==> config.mk <==
export PLATFORM = sky130hd
export DESIGN_NAME = phantom_unlock_ctrl
export DESIGN_NICKNAME = d
export VERILOG_FILES = /design/src/rtl/phantom_unlock_ctrl.sv
export SDC_FILE = /design/constraint.sdc
export NUM_CORES = 1
export LEC_CHECK = 0
export BUFFER_PORTS_ARGS = -buffer_cell sky130_fd_sc_hd__buf_2
export CAP_MARGIN = 20
export CELL_PAD_IN_SITES_DETAIL_PLACEMENT = 1
export CELL_PAD_IN_SITES_GLOBAL_PLACEMENT = 1
export CORE_MARGIN = 2
export CORE_UTILIZATION = 50
export DETAILED_ROUTE_END_ITERATION = 16
export PLACE_DENSITY_LB_ADDON = 0.1
export SYNTH_ARGS = -nofsm -noshare
export SYNTH_HDL_FRONTEND = slang
export SYNTH_SLANG_ARGS = --single-unit
export TNS_END_PERCENT = 30
==> constraint.sdc <==
create_clock -name clk -period 4.35 [get_ports clk]
set_clock_uncertainty 0.1 [all_clocks]
set_input_delay 0.87 -clock clk [delete_from_list [all_inputs] [get_ports clk]]
set_output_delay 0.87 -clock clk [all_outputs]
set_load 0.005 [all_outputs]
==> src/rtl/phantom_unlock_ctrl.sv <==
module phantom_unlock_ctrl #(
  parameter int N = 64,
  parameter logic [N-1:0] KEY = 64'hC3A5_5A3C_96E1_1E69,
  parameter int SYNC_STAGES = 2
) (
  input  logic         clk,
  input  logic         rst_n,
  input  logic         ce_in_n,
  input  logic         oe_n,
  input  logic         we_n,
  input  logic         d_in,
  input  logic         pwr_fail,
  output logic         ce_out_n,
  output logic         q_out,
  output logic         q_oe,
  output logic [N-1:0] clk_image
);
  localparam int PW = $clog2(N);
  localparam logic [PW-1:0] LAST = PW'(N - 1);

  typedef enum logic [1:0] {M_IDLE, M_HUNT, M_XFER} mode_t;

  logic [SYNC_STAGES-1:0] ce_sr, oe_sr, we_sr, d_sr, pf_sr;
  logic ce_s, oe_s, we_s, d_s, pf_s, ce_d;
  logic cyc_rd, cyc_wr, cyc_d;
  logic end_evt, rd_evt, wr_evt, xfer_evt;
  mode_t mode;
  logic [PW-1:0] ptr, xcnt;
  logic miss;
  logic [N-1:0] shadow, stage;
  logic in_hunt, in_xfer;

  assign ce_s = ce_sr[SYNC_STAGES-1];
  assign oe_s = oe_sr[SYNC_STAGES-1];
  assign we_s = we_sr[SYNC_STAGES-1];
  assign d_s  = d_sr[SYNC_STAGES-1];
  assign pf_s = pf_sr[SYNC_STAGES-1];

  always_ff @(posedge clk or negedge rst_n)
    if (!rst_n) begin
      ce_sr <= '1;
      oe_sr <= '1;
      we_sr <= '1;
      d_sr  <= '0;
      pf_sr <= '0;
      ce_d  <= 1'b1;
    end else begin
      ce_sr <= {ce_sr[SYNC_STAGES-2:0], ce_in_n};
      oe_sr <= {oe_sr[SYNC_STAGES-2:0], oe_n};
      we_sr <= {we_sr[SYNC_STAGES-2:0], we_n};
      d_sr  <= {d_sr[SYNC_STAGES-2:0], d_in};
      pf_sr <= {pf_sr[SYNC_STAGES-2:0], pwr_fail};
      ce_d  <= ce_s;
    end

  always_ff @(posedge clk or negedge rst_n)
    if (!rst_n) begin
      cyc_rd <= 1'b0;
      cyc_wr <= 1'b0;
      cyc_d  <= 1'b0;
    end else if (!ce_s) begin
      cyc_wr <= ~we_s;
      cyc_rd <= we_s & ~oe_s;
      cyc_d  <= d_s;
    end

  assign end_evt  = ce_s & ~ce_d & ~pf_s;
  assign rd_evt   = end_evt & cyc_rd;
  assign wr_evt   = end_evt & cyc_wr;
  assign xfer_evt = rd_evt | wr_evt;
  assign in_hunt  = (mode == M_HUNT);
  assign in_xfer  = (mode == M_XFER);

  always_comb begin
    stage = shadow;
    stage[xcnt] = cyc_wr ? cyc_d : clk_image[xcnt];
  end

  always_ff @(posedge clk or negedge rst_n)
    if (!rst_n) begin
      mode      <= M_IDLE;
      ptr       <= '0;
      xcnt      <= '0;
      miss      <= 1'b0;
      shadow    <= '0;
      clk_image <= '0;
    end else if (pf_s) begin
      mode <= M_IDLE;
      ptr  <= '0;
      xcnt <= '0;
      miss <= 1'b0;
    end else begin
      case (mode)
        M_IDLE:
          if (rd_evt) begin
            mode <= M_HUNT;
            ptr  <= '0;
            miss <= 1'b0;
          end
        M_HUNT:
          if (rd_evt) begin
            ptr  <= '0;
            miss <= 1'b0;
          end else if (wr_evt && !miss) begin
            if (cyc_d == KEY[ptr]) begin
              if (ptr == LAST) begin
                mode <= M_XFER;
                ptr  <= '0;
                xcnt <= '0;
              end else begin
                ptr <= ptr + 1'b1;
              end
            end else begin
              miss <= 1'b1;
            end
          end
        M_XFER:
          if (xfer_evt) begin
            shadow <= stage;
            if (xcnt == LAST) begin
              clk_image <= stage;
              mode      <= M_IDLE;
              xcnt      <= '0;
            end else begin
              xcnt <= xcnt + 1'b1;
            end
          end
        default: mode <= M_IDLE;
      endcase
    end

  assign ce_out_n = ce_in_n | pwr_fail | in_xfer;
  assign q_out    = clk_image[xcnt];
  assign q_oe     = in_xfer & ~ce_in_n & ~oe_n & we_n & ~pwr_fail;
endmodule

* Word-level counts from Yosys, hierarchy flattened
Memory sizes are Yosys's and may differ from the RTL's.
Index checks and enable logic that the tools add are counted.
** Storage, ports and cells
- Register bits after elaboration :: 157
- Memory bits (read-only) :: 64
- Bits of input ports :: 7
- Output and inout port bits :: 67
- Logic and storage cells :: 104
- Memories :: 1
** Cells by class
- $add $sub $neg :: 2
- Order comparisons :: 3
- Eq/ne operators :: 15
- Muxes and demuxes :: 37
- Bitwise gates (word level) :: 19
- Reductions and logical operators :: 12
** Memory list
- (no name shown) :: words 64, bits a word 1, read ports 1, clocked after Yosys merged registers in 0, write ports 0, line 105 : if (cyc_d == KEY[ptr]) begin
** Operator list (number)
- 6-bit 2-to-1 mux :: 13
- 64-bit bitwise mux :: 1
- 6-bit one-hot mux with 2 select lines :: 2
- 2-bit 2-to-1 mux :: 8
- 6-bit by 7-bit less-than comparator with 1-bit output (second input constant) :: 2
- 6-bit by 1-bit adder with 6-bit output (second input constant) :: 2
- 6-bit equality test (second input constant) :: 2
- 3-bit by 2-bit inequality test with 1-bit output (second input constant) :: 4
- 4-bit AND reduction :: 3
- 1-bit bitwise AND :: 9
- 1-bit 2-to-1 mux :: 9
- 3-bit inequality test (second input constant) :: 3
- 4-bit by 3-bit inequality test with 1-bit output (second input constant) :: 2
- 1-bit NOT :: 7
- 7-bit AND reduction :: 1
- 1-bit binary-select mux with 6-bit select :: 1
- 1-bit demux with 6-bit select :: 1
- 6-bit by 1-bit >= comparator with 1-bit output (second input constant) :: 1
- 2-bit one-hot mux with 3 select lines :: 1
- 6-bit AND reduction :: 1
- 3-bit nonzero test :: 2
- 4-bit inequality test (second input constant) :: 1
- 1-bit bitwise OR :: 3
- 3-bit AND reduction :: 1
- other kinds (7) :: 8

* Longest topological paths before layout
Gate-level depths: netlist of run 1.
- Word-level depth :: 9
- Mapped depth :: 11
- Gate-level depth less buffers :: 9

* Worst setup path after synthesis of run 1
No wires, ideal clock.
- Path type :: reg-to-output
- Start :: register xcnt[1]
- End :: output q_out
- Arrival :: 1.838 ns
- Required time :: 3.380 ns
- Path slack :: 1.542 ns
- Stages on the path, launching flop included :: 9
- Path buffers :: 2
- Cells stage by stage :: dfrtp_1 -> buf_4 -> buf_4 -> mux2_2 -> o2bb2ai_1 -> a31oi_1 -> a21o_1 -> nand3_1 -> or4_1
** On the way
- Longest elaborated chain between the ends :: 2
** RTL lines
- start: declaration :: line 28 : logic [PW-1:0] ptr, xcnt;
- start signal: assignment :: line 125 : xcnt <= xcnt + 1'b1;
- 1-bit binary-select mux with 6-bit select :: line 133 : assign q_out = clk_image[xcnt];
- 1-bit 2-to-1 mux (not written as such) :: line 133
- end: declaration :: line 14 : output logic q_out,
Every way passes these cells. The select of a mux whose other input is x is not followed.

* Final worst setup path of run 1
- Start :: register xcnt[0]
- End :: output q_out
Same word-level chain as after synthesis.

==> flow_metrics.env, run 1 <==
export IMPL_gp_congestion=0.883
export IMPL_critPathMaxFanout=28
export IMPL_syn_inst=766
export IMPL_synth_enable_flop_cells=0
export IMPL_post_cts_resize_count=0
export IMPL_outcome="finished clean"
export IMPL_ant_nets=0
export IMPL_drive_above_1_share=0.229
export IMPL_cts_tree="yes"
export IMPL_period_needed_ns=4.08
export IMPL_synth_nets=777
export IMPL_cts_sinks=157
export IMPL_clkLatencyLatePin_ns=0.43
export IMPL_core_mm2=0.0151
export IMPL_worstPathRequired_ns=3.38
export IMPL_dpl_cell_area_mm2=0.00811
export IMPL_whs_ns=0.253
export IMPL_synthTopCellsByArea="dfrtp_1 49%, o21ai_0 13%, o31ai_2 6.3%"
export IMPL_grt_use_total=0.290
export IMPL_min_period_over_period=0.937
export IMPL_firstDrtPassIters=5
export IMPL_synthToLayoutAreaGrowth_pct=12.9
export IMPL_initial_core_util=0.510
export IMPL_stdcell_area_mm2=0.00872
export IMPL_drc_errors=0
export IMPL_worst_slew_pin_slew_ns=1.05
export IMPL_n_fill_cell=1680
export IMPL_synthMuxAreaShare=0.0467
export IMPL_synth_adder_area_share=0.00648
export IMPL_clk_path_buf_depth=2
export IMPL_htree_levels=4
export IMPL_path_class="register to output port"
export IMPL_cts_setup_buffers=0
export IMPL_die_area_mm2=0.0165
export IMPL_slowest_stage="dfrtp_1"
export IMPL_cap_violations=0
export IMPL_slew_violations=0
export IMPL_synthSimpleGateAreaFrac=0.115
export IMPL_final_setup_tns_ns=0
export IMPL_syn_avg_cell_area_um2=10.1
export IMPL_rows=45
export IMPL_grt_max_degree=122
export IMPL_root_buffer="clkbuf_16"
export IMPL_cts_hold_repair_buffers=0
export IMPL_fp_dieH_um=128
export IMPL_min_path_type="register to register"
export IMPL_yosys_warnings=0
export IMPL_wirelength_um=23000
export IMPL_numCtsBuffers=17
export IMPL_dp_cells=968
export IMPL_startpoint_type="register"
export IMPL_hold_viol_final=0
export IMPL_yosys_area_top_type="dfrtp_1"
export IMPL_cp_end_kind="output port"
export IMPL_setup_viol=0
export IMPL_synth_xor_area_frac=0.00113
export IMPL_synth_top_family_by_area="compound AO/OA/AOI/OAI gates"
export IMPL_rsz0062_at_grt="false"
export IMPL_crit_path_max_incr_delay_ns=1.04
export IMPL_grt_pass1_vias=6286
export IMPL_synthDistinctLibCells=57
export IMPL_via_count=6343
export IMPL_final_nets=812
export IMPL_grt_pass1_wl_um=36100
export IMPL_antenna_found_initial=0
export IMPL_max_freq_ghz=0.245
export IMPL_ys_top_cells_by_count="198 x o21ai_0, 150 x dfrtp_1, 87 x nand2_1, 47 x clkbuf_1, 39 x o31ai_2"
export IMPL_clkTransAtPathRegs_ns=0.06
export IMPL_io_pins=74
export IMPL_synthFlopType="dfrtp_1"
export IMPL_power_density_mw_per_mm2=352
export IMPL_die_w_um=128
export IMPL_syn_cell_area_mm2=0.00772
export IMPL_yosysSeqAreaShare=0.510
export IMPL_maxSlewHeadroom=0.297
export IMPL_n_antenna_cell=0
export IMPL_synth_most_common_cell="o21ai_0"
export IMPL_overflow=0
export IMPL_dp_hpwl_um=14500
export IMPL_port_buffer_count=73
export IMPL_arrival_ns=3.11
export IMPL_drt_iter0_drc=499
export IMPL_instances_no_fill=1002
export IMPL_path_cells="mux4_2 -> mux2i_1 -> nor2_1 -> or4_1 -> buf_2"
export IMPL_p_leak_nw=3.76
export IMPL_vias_per_cell=6.33
export IMPL_peakVddDrop_uv=285
export IMPL_synth_compound_area_frac=0.272
export IMPL_wl_per_cell_um=23.0
export IMPL_ys_ff_latch=157
export IMPL_yosysTopAreaCellShare=0.486
export IMPL_async_reset_ff_frac=1.00
==> state kept, by name, indices dropped and copies added (netlist names), 2 cells and up <==
signal and flops:
pf_sr 2, ptr 6, we_sr 2, shadow 64, oe_sr 2, d_sr 2
ce_sr 2, mode 2, clk_image 64, xcnt 6
==> area by class of cell <==
cell class / count / area [um^2] / area share
clock buffer: 21 / 440 / 0.0505
clock inverter: 11 / 121 / 0.0139
inverter: 5 / 18.8 / 0.00215
multi-input combinational: 529 / 3400 / 0.391
sequential: 157 / 3940 / 0.452
tap: 188 / 235 / 0.0270
timing repair buffer: 91 / 559 / 0.0642
==> per-stage QoR <==
stage | worst slack (ns) | utilization | power (mW)
floorplan | 1.54 | - | 1.59
detailed placement | 0.694 | 0.536 | 1.65
global placement | 0.734 | 0.536 | 1.64
global route | 0.154 | 0.576 | 3.16
finish | 0.273 | 0.576 | 3.07
CTS | 0.241 | 0.573 | 3.09
==> final timing paths <==
kind | slack [ns] | cells after the start | endpoint | startpoint
min | 0.25 | 0 | d_sr[1] | d_sr[0]
min in group asynchronous | 0.39 | 1 | shadow[0] | rst_n
max | 0.27 | 5 | q_out | xcnt[0]
max reg2reg | 0.72 | 7 | shadow[38] | xcnt[0]
max in group asynchronous | 2.85 | 2 | ce_d | rst_n
min reg2reg | 0.25 | 0 | d_sr[1] | d_sr[0]
==> cells in the final DEF (no fill, tap or decap), types with 9 or more instances in the layout <==
master and count:
a21oi_1 13, o21ai_0 198, nand3_1 12, nor2_1 16, mux2i_1 9, dfrtp_1 150, buf_2 72, o31ai_1 24
clkbuf_16 17, o31ai_2 39, buf_4 14, nand2_1 87, or3_1 9
==> logic make-up after synthesis <==
| family | count (synthesis) |
|---|---|
| AND/OR/NAND/NOR | 179 |
| XOR/XNOR | 1 |
| AO/OA/AOI/OAI | 320 |
| multiplexers | 25 |
| flip-flops | 157 |
| adder cells (fa/ha/maj) | 4 |
| buffers and inverters | 80 |
==> metal layers <==
| layer | vias to the layer above | share of wire | GRT usage |
|---|---|---|---|
| met5 | - | 0 | 0 |
| met4 | 0 | 0.028 | 0.111 |
| met3 | 44 | 0.048 | 0.0492 |
| met2 | 176 | 0.48 | 0.467 |
| met1 | 3250 | 0.44 | 0.394 |
| li1 | 2873 | - | - |
==> worst max-delay path: cells and delay by family (launching register included) <==
family	cells	cell delay [ns]
AND/OR/NAND/NOR	2	0.67
flip-flops	1	1.04
buffers and inverters	1	0.15
multiplexers	2	0.82
==> power breakdown <==
| part | total [mW] | switching (mW) | internal (mW) |
|---|---|---|---|
| sequential | 1.49 | 0.0138 | 1.47 |
| combinational | 0.134 | 0.104 | 0.0308 |
| clock | 1.45 | 0.606 | 0.842 |
(Power assumes the default switching activity.)
==> inputs of run 2 (changes only) <==
--- a/config.mk
+++ b/config.mk
@@ -5,12 +5,13 @@
 export SDC_FILE = /design/constraint.sdc
 export NUM_CORES = 1
 export LEC_CHECK = 0
+export ABC_AREA = 1
 export BUFFER_PORTS_ARGS = -buffer_cell sky130_fd_sc_hd__buf_2
 export CAP_MARGIN = 20
 export CELL_PAD_IN_SITES_DETAIL_PLACEMENT = 1
 export CELL_PAD_IN_SITES_GLOBAL_PLACEMENT = 1
 export CORE_MARGIN = 2
-export CORE_UTILIZATION = 50
+export CORE_UTILIZATION = 48
 export DETAILED_ROUTE_END_ITERATION = 16
 export PLACE_DENSITY_LB_ADDON = 0.1
 export SYNTH_ARGS = -nofsm -noshare
==> flow_metrics.env, run 2 <==
export IMPL_outcome="finished clean"
export IMPL_vias_per_cell=5.49
export IMPL_post_cts_resize_count=0
export IMPL_reg2reg_slack_ns=1.28
export IMPL_clkTransAtPathRegs_ns=0.06
export IMPL_dpl_cell_area_mm2=0.00927
export IMPL_timing_rr_start="xcnt[1]"
export IMPL_slowest_stage="dfrtp_1"
export IMPL_power_mw=3.57
export IMPL_stdcell_area_mm2=0.00989
export IMPL_yosysTopAreaCellShare=0.425
export IMPL_via_count=8060
export IMPL_rsz0062_at_grt="false"
export IMPL_rr_endpoint="clk_image[37]"
export IMPL_grt_pass1_wl_um=44800
export IMPL_cts_hold_repair_buffers=0
export IMPL_yosysSeqAreaShare=0.446
export IMPL_startpoint_type="register"
export IMPL_syn_avg_cell_area_um2=7.49
export IMPL_cts_setup_buffers=0
export IMPL_dp_slack_ns=1.32
export IMPL_crit_path_max_incr_delay_ns=0.70
export IMPL_min_path_cells=0
export IMPL_port_buffer_count=73
export IMPL_synth_nets=1189
export IMPL_power_density_mw_per_mm2=361
export IMPL_path_cells="inv_2 -> nor2_1 -> nand3_1 -> nand2_1 -> o21ai_1 -> nand2_1 -> nor2_1 -> nand2_2 -> buf_2"
export IMPL_slew_violations=0
export IMPL_synthDistinctLibCells=33
export IMPL_io_pins=74
export IMPL_rr_worst_depth=12
export IMPL_drive_above_1_share=0.207
export IMPL_peakVddDrop_uv=280
export IMPL_yosys_area_top_type="dfrtp_1"
export IMPL_n_antenna_cell=0
export IMPL_maxSlewHeadroom=0.410
export IMPL_ys_top_cells_by_count="446 x nand2_1, 156 x nand3_1, 150 x dfrtp_1, 101 x nor2_1, 69 x inv_1"
export IMPL_gp_congestion=0.825
export IMPL_fp_dieH_um=140
export IMPL_final_common_cell="nand2_1"
export IMPL_hold_end="pf_sr[1]"
export IMPL_hold_viol_final=0
export IMPL_critPathMaxFanout=14
export IMPL_cp_end_kind="output port"
export IMPL_setup_viol=0
export IMPL_grt_max_degree=94
export IMPL_synthToLayoutAreaGrowth_pct=12.0
export IMPL_wirelength_um=27600
export IMPL_worstPathRequired_ns=3.38
export IMPL_top_regs="clk_image x64, shadow x64"
export IMPL_min_from="pf_sr[0]"
export IMPL_antenna_found_initial=0
export IMPL_worst_slew_pin_slew_ns=0.885
export IMPL_n_fill_cell=2304
export IMPL_cts_sinks=157
export IMPL_htree_levels=4
export IMPL_wl_per_cell_um=18.8
export IMPL_cap_violations=0
export IMPL_overflow=0
export IMPL_ant_nets=0
export IMPL_p_leak_nw=5.41
export IMPL_initial_core_util=0.490
export IMPL_drc_errors=0
export IMPL_grt_pass1_vias=8336
export IMPL_min_period_over_period=0.807
export IMPL_syn_cell_area_mm2=0.00883
export IMPL_yosys_warnings=0
export IMPL_final_cell_mix="444 x nand2_1, 156 x nand3_1, 150 x dfrtp_1, 100 x nor2_1, 72 x buf_2"
export IMPL_syn_inst=1178
export IMPL_synthFlopType="dfrtp_1"
export IMPL_firstDrtPassIters=4
export IMPL_clkLatencyLatePin_ns=0.44
export IMPL_arrival_ns=2.54
export IMPL_rows=49
export IMPL_synth_most_common_cell="nand2_1"
export IMPL_cts_tree="yes"
export IMPL_async_reset_ff_frac=1.00
export IMPL_root_buffer="clkbuf_16"
export IMPL_final_setup_tns_ns=0
export IMPL_final_util=0.549
export IMPL_ys_ff_latch=157
export IMPL_min_path_type="register to register"
export IMPL_die_w_um=140
export IMPL_drt_iter0_drc=450
export IMPL_numCtsBuffers=17
export IMPL_dp_hpwl_um=17400
export IMPL_max_freq_ghz=0.285
export IMPL_die_area_mm2=0.0195
export IMPL_period_needed_ns=3.51
export IMPL_clk_path_buf_depth=2
export IMPL_grt_use_total=0.290
export IMPL_core_mm2=0.0180
export IMPL_final_nets=1238
export IMPL_synth_enable_flop_cells=0
export IMPL_synthTopCellsByArea="dfrtp_1 43%, nand2_1 19%, nand3_1 8.8%"
export IMPL_setup_ws_ns=0.838
export IMPL_path_class="register to output port"
-- run 2: cell count changes in the layout (fill, tap and decap cells not counted), sizes merged, moves of 62 or more --
cell   previous run  this run
inv               6        74
nand3            12       216
nand2            87       449
or2               2        72
nor2             16       102
o21ai           200        16
o31ai            63         1
-- run 2: metal layers --
layer	track usage	routed length, um
met1	0.386	12400
met2	0.495	13500
met3	0.0437	1080
met4	0.0863	558
met5	0	0
-- run 2: cell families after synthesis --
| group | Yosys count | synth area share |
|---|---|---|
| AOI/OAI and AO/OA | 26 | 0.0169 |
| xor gates and xnor gates | 5 | 0.00496 |
| adders and majority gates | 4 | 0.00567 |
| buffers and inverters | 126 | 0.0685 |
| DFF | 157 | 0.446 |
| and+or+nand+nor | 860 | 0.458 |
-- run 2: worst max path at each step --
stage / from / end / slack [ns] / depth (start not counted)
after floorplan: xcnt[0] / q_out / 2.11 / 8
after global placement: xcnt[1] / q_out / 1.35 / 9
after detailed placement: xcnt[1] / q_out / 1.32 / 9
after CTS: xcnt[1] / q_out / 0.86 / 9
after global routing: xcnt[1] / q_out / 0.69 / 9
final: xcnt[1] / q_out / 0.84 / 9
-- run 2: cell type report --
type,instances,area (um^2),share of cell area
Clock inverter,9,135,0.0137
Tap cell,229,287,0.0290
Sequential cell,157,3940,0.398
Inverter,73,274,0.0277
Multi-Input combinational cell,895,4300,0.435
Timing Repair Buffer,83,472,0.0477
Clock buffer,23,478,0.0483
-- run 2: report_power, final --
part | switching [mW] | internal (mW) | total [mW] | leakage, nW
Clock | 0.628 | 0.952 | 1.58 | 0.302
Sequential | 0.0302 | 1.49 | 1.52 | 2.15
Combinational | 0.360 | 0.110 | 0.470 | 2.95
-- run 2: per-stage QoR --
step / std cells / hold WS [ns]
after floorplan: 1178 / 0.231
after global placement: 1437 / 0.233
after detailed placement: 1437 / 0.237
after CTS: 1469 / 0.248
after global routing: 1469 / 0.261
final: 1469 / 0.252
-- run 2: critical path, delay by kind of cell (launching register included) --
family	cells	cell delay (ns)
flip-flops	1	0.70
AND/OR/NAND/NOR	6	0.97
AO/OA/AOI/OAI	1	0.06
buffers and inverters	2	0.38
